`config.mk`:
```
export PLATFORM = sky130hd
export DESIGN_NAME = trace_gate_ctl
export DESIGN_NICKNAME = d
export VERILOG_FILES = /design/src/rtl/trace_gate_pkg.sv /design/src/rtl/trc_role_reduce.sv /design/src/rtl/trc_section_sw.sv /design/src/rtl/trc_data_qual.sv /design/src/rtl/trace_gate_ctl.sv
export SDC_FILE = /design/constraint.sdc
export NUM_CORES = 1
export LEC_CHECK = 0
export CAP_MARGIN = 20
export CORE_AREA = 2 2 39 41
export DETAILED_ROUTE_END_ITERATION = 16
export DIE_AREA = 0 0 41 43
export DONT_BUFFER_PORTS = 1
export HOLD_SLACK_MARGIN = 0.12
export SLEW_MARGIN = 20
export SYNTH_ARGS = -nofsm -noshare
export SYNTH_HDL_FRONTEND = slang
export SYNTH_SLANG_ARGS = --single-unit
```
`constraint.sdc`:
```
create_clock -name clk -period 3.04 [get_ports clk]
set_input_delay 0.304 -clock clk [delete_from_list [all_inputs] [get_ports clk]]
set_output_delay 0.304 -clock clk [all_outputs]
set_load 0.05 [all_outputs]
```
`src/rtl/trace_gate_pkg.sv`:
```
// Shared types and default sizes for the trace qualification switch.
package trace_gate_pkg;
    parameter int unsigned N_EXEC_DEF = 8;
    parameter int unsigned N_DATA_DEF = 8;

    // One bit per message class enabled for the next cycle.
    typedef struct packed {
        logic flow;
        logic instr;
        logic stack;
        logic data;
    } trc_en_t;
endpackage

```
`src/rtl/trc_role_reduce.sv`:
```
// Reduces a set of event hit lines against one role mask.
// Assumes hits are already-decoded single-cycle pulses.
module trc_role_reduce #(
    parameter int unsigned N = 8
) (
    input  logic [N-1:0] hit,
    input  logic [N-1:0] role,
    output logic         any
);
    logic [N-1:0] masked;

    // Per-event gating of the hit by its role bit.
    genvar gi;
    generate
        for (gi = 0; gi < N; gi++) begin : g_mask
            assign masked[gi] = hit[gi] & role[gi];
        end
    endgenerate

    // Any event of this role is active.
    assign any = |masked;
endmodule

```
`src/rtl/trc_section_sw.sv`:
```
// Latched section switch. Holds while the master enable is off.
// Clears on the master enable's rising edge. Off requests beat on requests.
// Exposes the updated (next) value so the top can register outputs with one cycle of latency.
module trc_section_sw (
    input  logic clk,
    input  logic rst_n,
    input  logic host_en,
    input  logic set_req,
    input  logic clr_req,
    output logic sect_nxt
);
    logic sect_q;
    logic host_en_q;
    logic en_rise;

    assign en_rise = host_en & ~host_en_q;

    // Next-state selection in priority order.
    always_comb begin
        if (en_rise)       sect_nxt = 1'b0;
        else if (!host_en) sect_nxt = sect_q;
        else if (clr_req)  sect_nxt = 1'b0;
        else if (set_req)  sect_nxt = 1'b1;
        else               sect_nxt = sect_q;
    end

    // State and enable-edge history registers.
    always_ff @(posedge clk) begin
        if (!rst_n) begin
            sect_q    <= 1'b0;
            host_en_q <= 1'b0;
        end else begin
            sect_q    <= sect_nxt;
            host_en_q <= host_en;
        end
    end
endmodule

```
`src/rtl/trc_data_qual.sv`:
```
// Per-data-event qualification against the current sub-switch state.
// Assumes strobe marks the cycle that carries a data access.
module trc_data_qual #(
    parameter int unsigned N = 8
) (
    input  logic [N-1:0] hit,
    input  logic [N-1:0] qual_on,
    input  logic [N-1:0] qual_off,
    input  logic         sub_on,
    input  logic         strobe,
    output logic         pass
);
    logic [N-1:0] ok;

    // Each event is valid if its flag matches the switch state.
    genvar gi;
    generate
        for (gi = 0; gi < N; gi++) begin : g_evt
            assign ok[gi] = hit[gi] & ((qual_on[gi] & sub_on) | (qual_off[gi] & ~sub_on));
        end
    endgenerate

    // A strobed access with any valid event passes.
    assign pass = strobe & (|ok);
endmodule

```
`src/rtl/trace_gate_ctl.sv`:
```
// Trace qualification switch: the master enable and the event-driven sub-switch
// produce four registered message-class enables.
// Assumes event lines are decoded pulses synchronous to clk.
module trace_gate_ctl
    import trace_gate_pkg::*;
#(
    parameter int unsigned N_EXEC = N_EXEC_DEF,
    parameter int unsigned N_DATA = N_DATA_DEF
) (
    input  logic              clk,
    input  logic              rst_n,
    input  logic              host_en,
    input  logic [N_EXEC-1:0] exec_hit,
    input  logic [N_EXEC-1:0] exec_on_role,
    input  logic [N_EXEC-1:0] exec_off_role,
    input  logic [N_EXEC-1:0] exec_qual_role,
    input  logic [N_DATA-1:0] data_hit,
    input  logic [N_DATA-1:0] data_on_role,
    input  logic [N_DATA-1:0] data_off_role,
    input  logic [N_DATA-1:0] data_qual_on,
    input  logic [N_DATA-1:0] data_qual_off,
    input  logic              data_strobe,
    input  logic              sel_flow,
    input  logic              sel_instr,
    input  logic              sel_stack,
    input  logic              sel_data,
    output logic              flow_en,
    output logic              instr_en,
    output logic              stack_en,
    output logic              data_en
);
    logic    x_on, x_off, x_qual, d_on, d_off;
    logic    sect_nxt, sub_on, data_pass;
    trc_en_t en_d, en_q;

    trc_role_reduce #(.N(N_EXEC)) u_x_on   (.hit(exec_hit), .role(exec_on_role),   .any(x_on));
    trc_role_reduce #(.N(N_EXEC)) u_x_off  (.hit(exec_hit), .role(exec_off_role),  .any(x_off));
    trc_role_reduce #(.N(N_EXEC)) u_x_qual (.hit(exec_hit), .role(exec_qual_role), .any(x_qual));
    trc_role_reduce #(.N(N_DATA)) u_d_on   (.hit(data_hit), .role(data_on_role),   .any(d_on));
    trc_role_reduce #(.N(N_DATA)) u_d_off  (.hit(data_hit), .role(data_off_role),  .any(d_off));

    trc_section_sw u_sect (
        .clk      (clk),
        .rst_n    (rst_n),
        .host_en  (host_en),
        .set_req  (x_on | d_on),
        .clr_req  (x_off | d_off),
        .sect_nxt (sect_nxt)
    );

    assign sub_on = sect_nxt | x_qual;

    trc_data_qual #(.N(N_DATA)) u_dq (
        .hit      (data_hit),
        .qual_on  (data_qual_on),
        .qual_off (data_qual_off),
        .sub_on   (sub_on),
        .strobe   (data_strobe),
        .pass     (data_pass)
    );

    // Combine the master enable, the sub-switch and the class selects.
    always_comb begin
        en_d.flow  = host_en & sub_on & sel_flow;
        en_d.instr = host_en & sub_on & sel_instr;
        en_d.stack = host_en & sub_on & sel_stack;
        en_d.data  = host_en & sel_data & data_pass;
    end

    // Output registers.
    always_ff @(posedge clk) begin
        if (!rst_n) en_q <= '0;
        else        en_q <= en_d;
    end

    assign flow_en  = en_q.flow;
    assign instr_en = en_q.instr;
    assign stack_en = en_q.stack;
    assign data_en  = en_q.data;
endmodule

```
# After elaboration in Yosys (flattened, before gate mapping)
# Cells that the tools add are included.
# W data, S select, Z words.
# classes
reduce_logical,6
bitwise_logic,85
muxes,4
# ops
operator,count
$and A1 B1 Y1,72
$reduce_or A8 Y1,6
$or A1 B1 Y1,11
$mux W1,4
$not A1 Y1,2
# word_totals
out_inout_bits,4
register_bits,6
inputBits,80
wordCells,101

# Depth between registers and ports, before layout
# depth
depth_word,15
ltp_mapped,6
depth_no_buf,6

# By module
# A second synthesis with hierarchy kept.
# unflattened
hier_cells,59
area_unflattened_um2,541.8
# by_module_without_submodules
module,seq_area_each_um2,area_per_inst_um2,cells_per_inst,n_inst
trc_role_reduce,0.0,36.3,5,5
trc_data_qual,0.0,143.9,15,1
trace_gate_ctl,80.1,141.4,11,1
trc_section_sw,40.0,75.1,8,1

# Least setup slack after synthesis
# Ideal clock, no wire load.
# synth_timing
path_type,input to register
startpoint,input exec_hit[0]
endpoint,register en_q (netlist bit data_en)
setup_time_ns,0.116
arrival_ns,1.315
cell_stages,6
setup_slack_ns,1.609
path_buffers,0
required_time_ns,2.924
path_cell_list,a22o_1 -> a221oi_1 -> nand4_1 -> o21ai_1 -> a21boi_2 -> o211a_1
# synth_between
elab_chain_cells,15
word_cells_on_any_way,49
classes_between,mux: 4; bitwise: 41; reduce/logical: 4
# synth_rtl
element,line,rtl
from (decl),trace_gate_ctl.sv:13,"input logic [N_EXEC-1:0] exec_hit,"
$and A1 B1 Y1,trc_role_reduce.sv:16,assign masked[gi] = hit[gi] & role[gi];
$reduce_or A8 Y1,trc_role_reduce.sv:21,assign any = |masked;
$or A1 B1 Y1,trace_gate_ctl.sv:46,".set_req (x_on | d_on),"
$mux W1,trc_section_sw.sv:23,else if (set_req) sect_nxt = 1'b1;
$mux W1,trc_section_sw.sv:22,else if (clr_req) sect_nxt = 1'b0;
$mux W1,trc_section_sw.sv:21,else if (!host_en) sect_nxt = sect_q;
$mux W1,trc_section_sw.sv:20,if (en_rise) sect_nxt = 1'b0;
$or A1 B1 Y1 (*),trace_gate_ctl.sv:51,assign sub_on = sect_nxt | x_qual;
$not A1 Y1,trc_data_qual.sv:19,assign ok[gi] = hit[gi] & ((qual_on[gi] & sub_on) | (qual_off[gi] & ~sub_on));
$and A1 B1 Y1,trc_data_qual.sv:19,
$or A1 B1 Y1,trc_data_qual.sv:19,
$and A1 B1 Y1,trc_data_qual.sv:19,
$reduce_or A8 Y1 (*),trc_data_qual.sv:24,assign pass = strobe & (|ok);
$and A1 B1 Y1 (*),trc_data_qual.sv:24,
$and A1 B1 Y1 (*),trace_gate_ctl.sv:67,en_d.data = host_en & sel_data & data_pass;
to (signal assigned),trace_gate_ctl.sv:73,else en_q <= en_d;
to (decl),trace_gate_ctl.sv:34,"trc_en_t en_d, en_q;"
# Every way passes the cells marked *; elsewhere a longest branch is shown, timed or not.
# A chain may end at the register's enable or synchronous reset.

# Worst setup path after layout
# Same ends and word-level chain as after synthesis.

==> metrics.txt <==
Worst-Margin Slew=488 ps; PnR Total Power=between 150 and 200 uW; DR WL met2=861 um; Net Sw Frac=0.250; clock network power share=0.361; number of warnings issued by yosys=0; fraction of layout cells with a size suffix above 1=0.175; Area growth syn-to-layout=7.77%; Top Ports=84; Final setup violation count=0; RSZ-0062 raised after global routing=no; GRT Util Overall=0.206; postcts setup bufs=0; Die ar.=0.00176 mm2; Initial Utilization=0.361; fmax=767 MHz; num rows=14; drt via density=7.51; switching power=50.0 uW; Ant. Diodes=0; Flop pwr share=0.455; vias in the first global route=632; Top FF cell, synth=dfxtp_1; unique cell type count in the Yosys netlist=20; DP Area=~520 um2; fin crit share=0.429; Worst-Skew Late Latency=240 ps; grt total ovfl=0; Detailed Place HPWL=1.54 mm; top post-synthesis cells by count=12 x a22oi_1, 7 x a22o_1, 6 x dfxtp_1; Die W=41 um; die height=43 um; Critical-path top delay cell=o21ai_1; DP Worst Slack=1490 ps; wire length per cell=23.3 um; required time of the critical path=about 3200 ps; CTS resizes=0; Seq cells post-synth=6; top-count cell post-synth=a22oi_1; DR top layer=met3; startpoint types=input pin; drt total wl=1.70 mm; Post-synth EDFFs=0; CP Class=input pin to flip-flop; Worst R2R Start=u_sect.host_en_q; CP Launch Point=exec_hit[0]; share of Yosys cell area claimed by the top area cell type=0.241; Max Cap Violations=0; CTS clk-pin slew, worst paths=~50 ps; VDD IR max=0.000209 V; max-slew violation count=0; Finished Core Util=0.389; final setup margin=1740 ps; drt initial violations=3; min-delay src=sel_flow; CP arrival=1440 ps; critical-path cell list=a22o_1 > a221oi_1 > nand4_1 > o21ai_1 > a21boi_2 > o211a_1; via count=548; Cell Pwr Density=371 mW/mm2; max_slew headroom=0.674; cell-internal power=150 uW; Post-CTS Hold Fix Bufs=0; Sink Count=6; Antenna Nets Post-Route=0; Leak Pwr=0.204 nW; GPL Wtd Cong=approximately 0.76; initial antenna violation count=0; worst reg2reg path depth=4; final-report hold violation count=0; drt first pass iters=4; Avg Inst Size Synth=9.08 um2; syn nets=between 100 and 150; Port Buffers=0; CTS Buffer Depth=2; largest net degree at the start of global routing=6; Period minus WS final=roughly 1300 ps; sum of routed wire segments on met1=633 um; Seq/Total Area, Yosys=0.241; setup tns final=0 ps; core area=0.00138 mm2; cell taking the most area after synthesis=dfxtp_1; worst hold path class=input pin to flip-flop; Mapped Cells=55; TritonCTS clock tree=yes; met3 wire length=between 200 and 250 um; Combinational Power Share=0.185; crit-path max FO=4; Hold Crit Depth=2; Synth area leaders=dfxtp_1 24%, a22oi_1 18%, a22o_1 12%, a221oi_2 12%, a221oi_1 5.3%; TritonCTS buffer count=3; Layout Skew=3.13 ps; CTS root buf=clkbuf_4; global-route wire length before repair=2.48 mm; Mapped Area=499 um2; status=finished, final reports clean; Remaining DRCs=0; ys async rst share=0; Total Nets Final=139; design area=538 um2; H-tree Lvls=1; CP peak stage delay=240 ps; crit path capture type=flip-flop
==> per-layer routing <==
layer	vias to the layer above	track usage
li1	251	-
met5	-	0
met2	49	0.366
met1	248	0.210
met4	0	0.0267
met3	0	0.0995
==> state kept, by name, summed over array words and instances, names as in the netlist <==
signal,count
instr_en,1
flow_en,1
stack_en,1
u_sect.sect_q,1
u_sect.host_en_q,1
data_en,1
==> final timing paths <==
check,slack [ps],to
setup / recovery,1740,data_en
hold / removal,170,flow_en
setup reg to reg,1980,data_en
hold reg to reg,630,u_sect.sect_q
==> cell type report <==
cell class,count,area [um2]
Tap cell,16,20.0
Multi-Input combinational cell,48,375
Fill cell,156,846
Clock buffer,3,22.5
Sequential cell,6,120
==> placed cells by master, fill, tap and decap left out <==
master and n:
a21boi_2 1, a21o_1 1, a21o_2 1, a221oi_1 3, a221oi_2 4, a222oi_1 1, a22o_1 7, a22oi_1 12
and2_1 1, and3_1 1, and3_2 1, and4_1 1, clkbuf_4 3, dfxtp_1 6, nand2_1 4, nand3_1 1
nand4_1 4, nor2_1 3, o211a_1 1, o21ai_1 1
==> power groups by stage <==
stage | Sequential [mW] | Clock, mW | Combinational, mW
2_1_floorplan | 0.0920 | 0 | 0.0326
3_3_place_gp | 0.0924 | 0 | 0.0372
3_5_place_dp | 0.0923 | 0 | 0.0372
4_1_cts | 0.0909 | 0.0740 | 0.0374
5_1_grt | 0.0911 | 0.0813 | 0.0420
6_report | 0.0908 | 0.0721 | 0.0369
==> critical path, delay by kind of cell <==
family	cells	cell delay [ps]
compound gates	5	1000
simple gates	1	130
==> kinds of logic (layout without fill, tap and decap cells) <==
family / Yosys count / count (layout) / synth area share
AND/OR/NAND/NOR: 16 / 16 / 0.170
AO/OA/AOI/OAI: 32 / 32 / 0.581
flip-flops: 6 / 6 / 0.241
buffers and inverters: 1 / 3 / 0.00751
==> per-stage QoR <==
step	cells	hold WS, ps
2_1_floorplan	55	418
3_3_place_gp	70	427
3_5_place_dp	70	423
4_1_cts	73	167
5_1_grt	73	171
6_report	73	171
No activity file was read; power rests on OpenSTA's default activity.
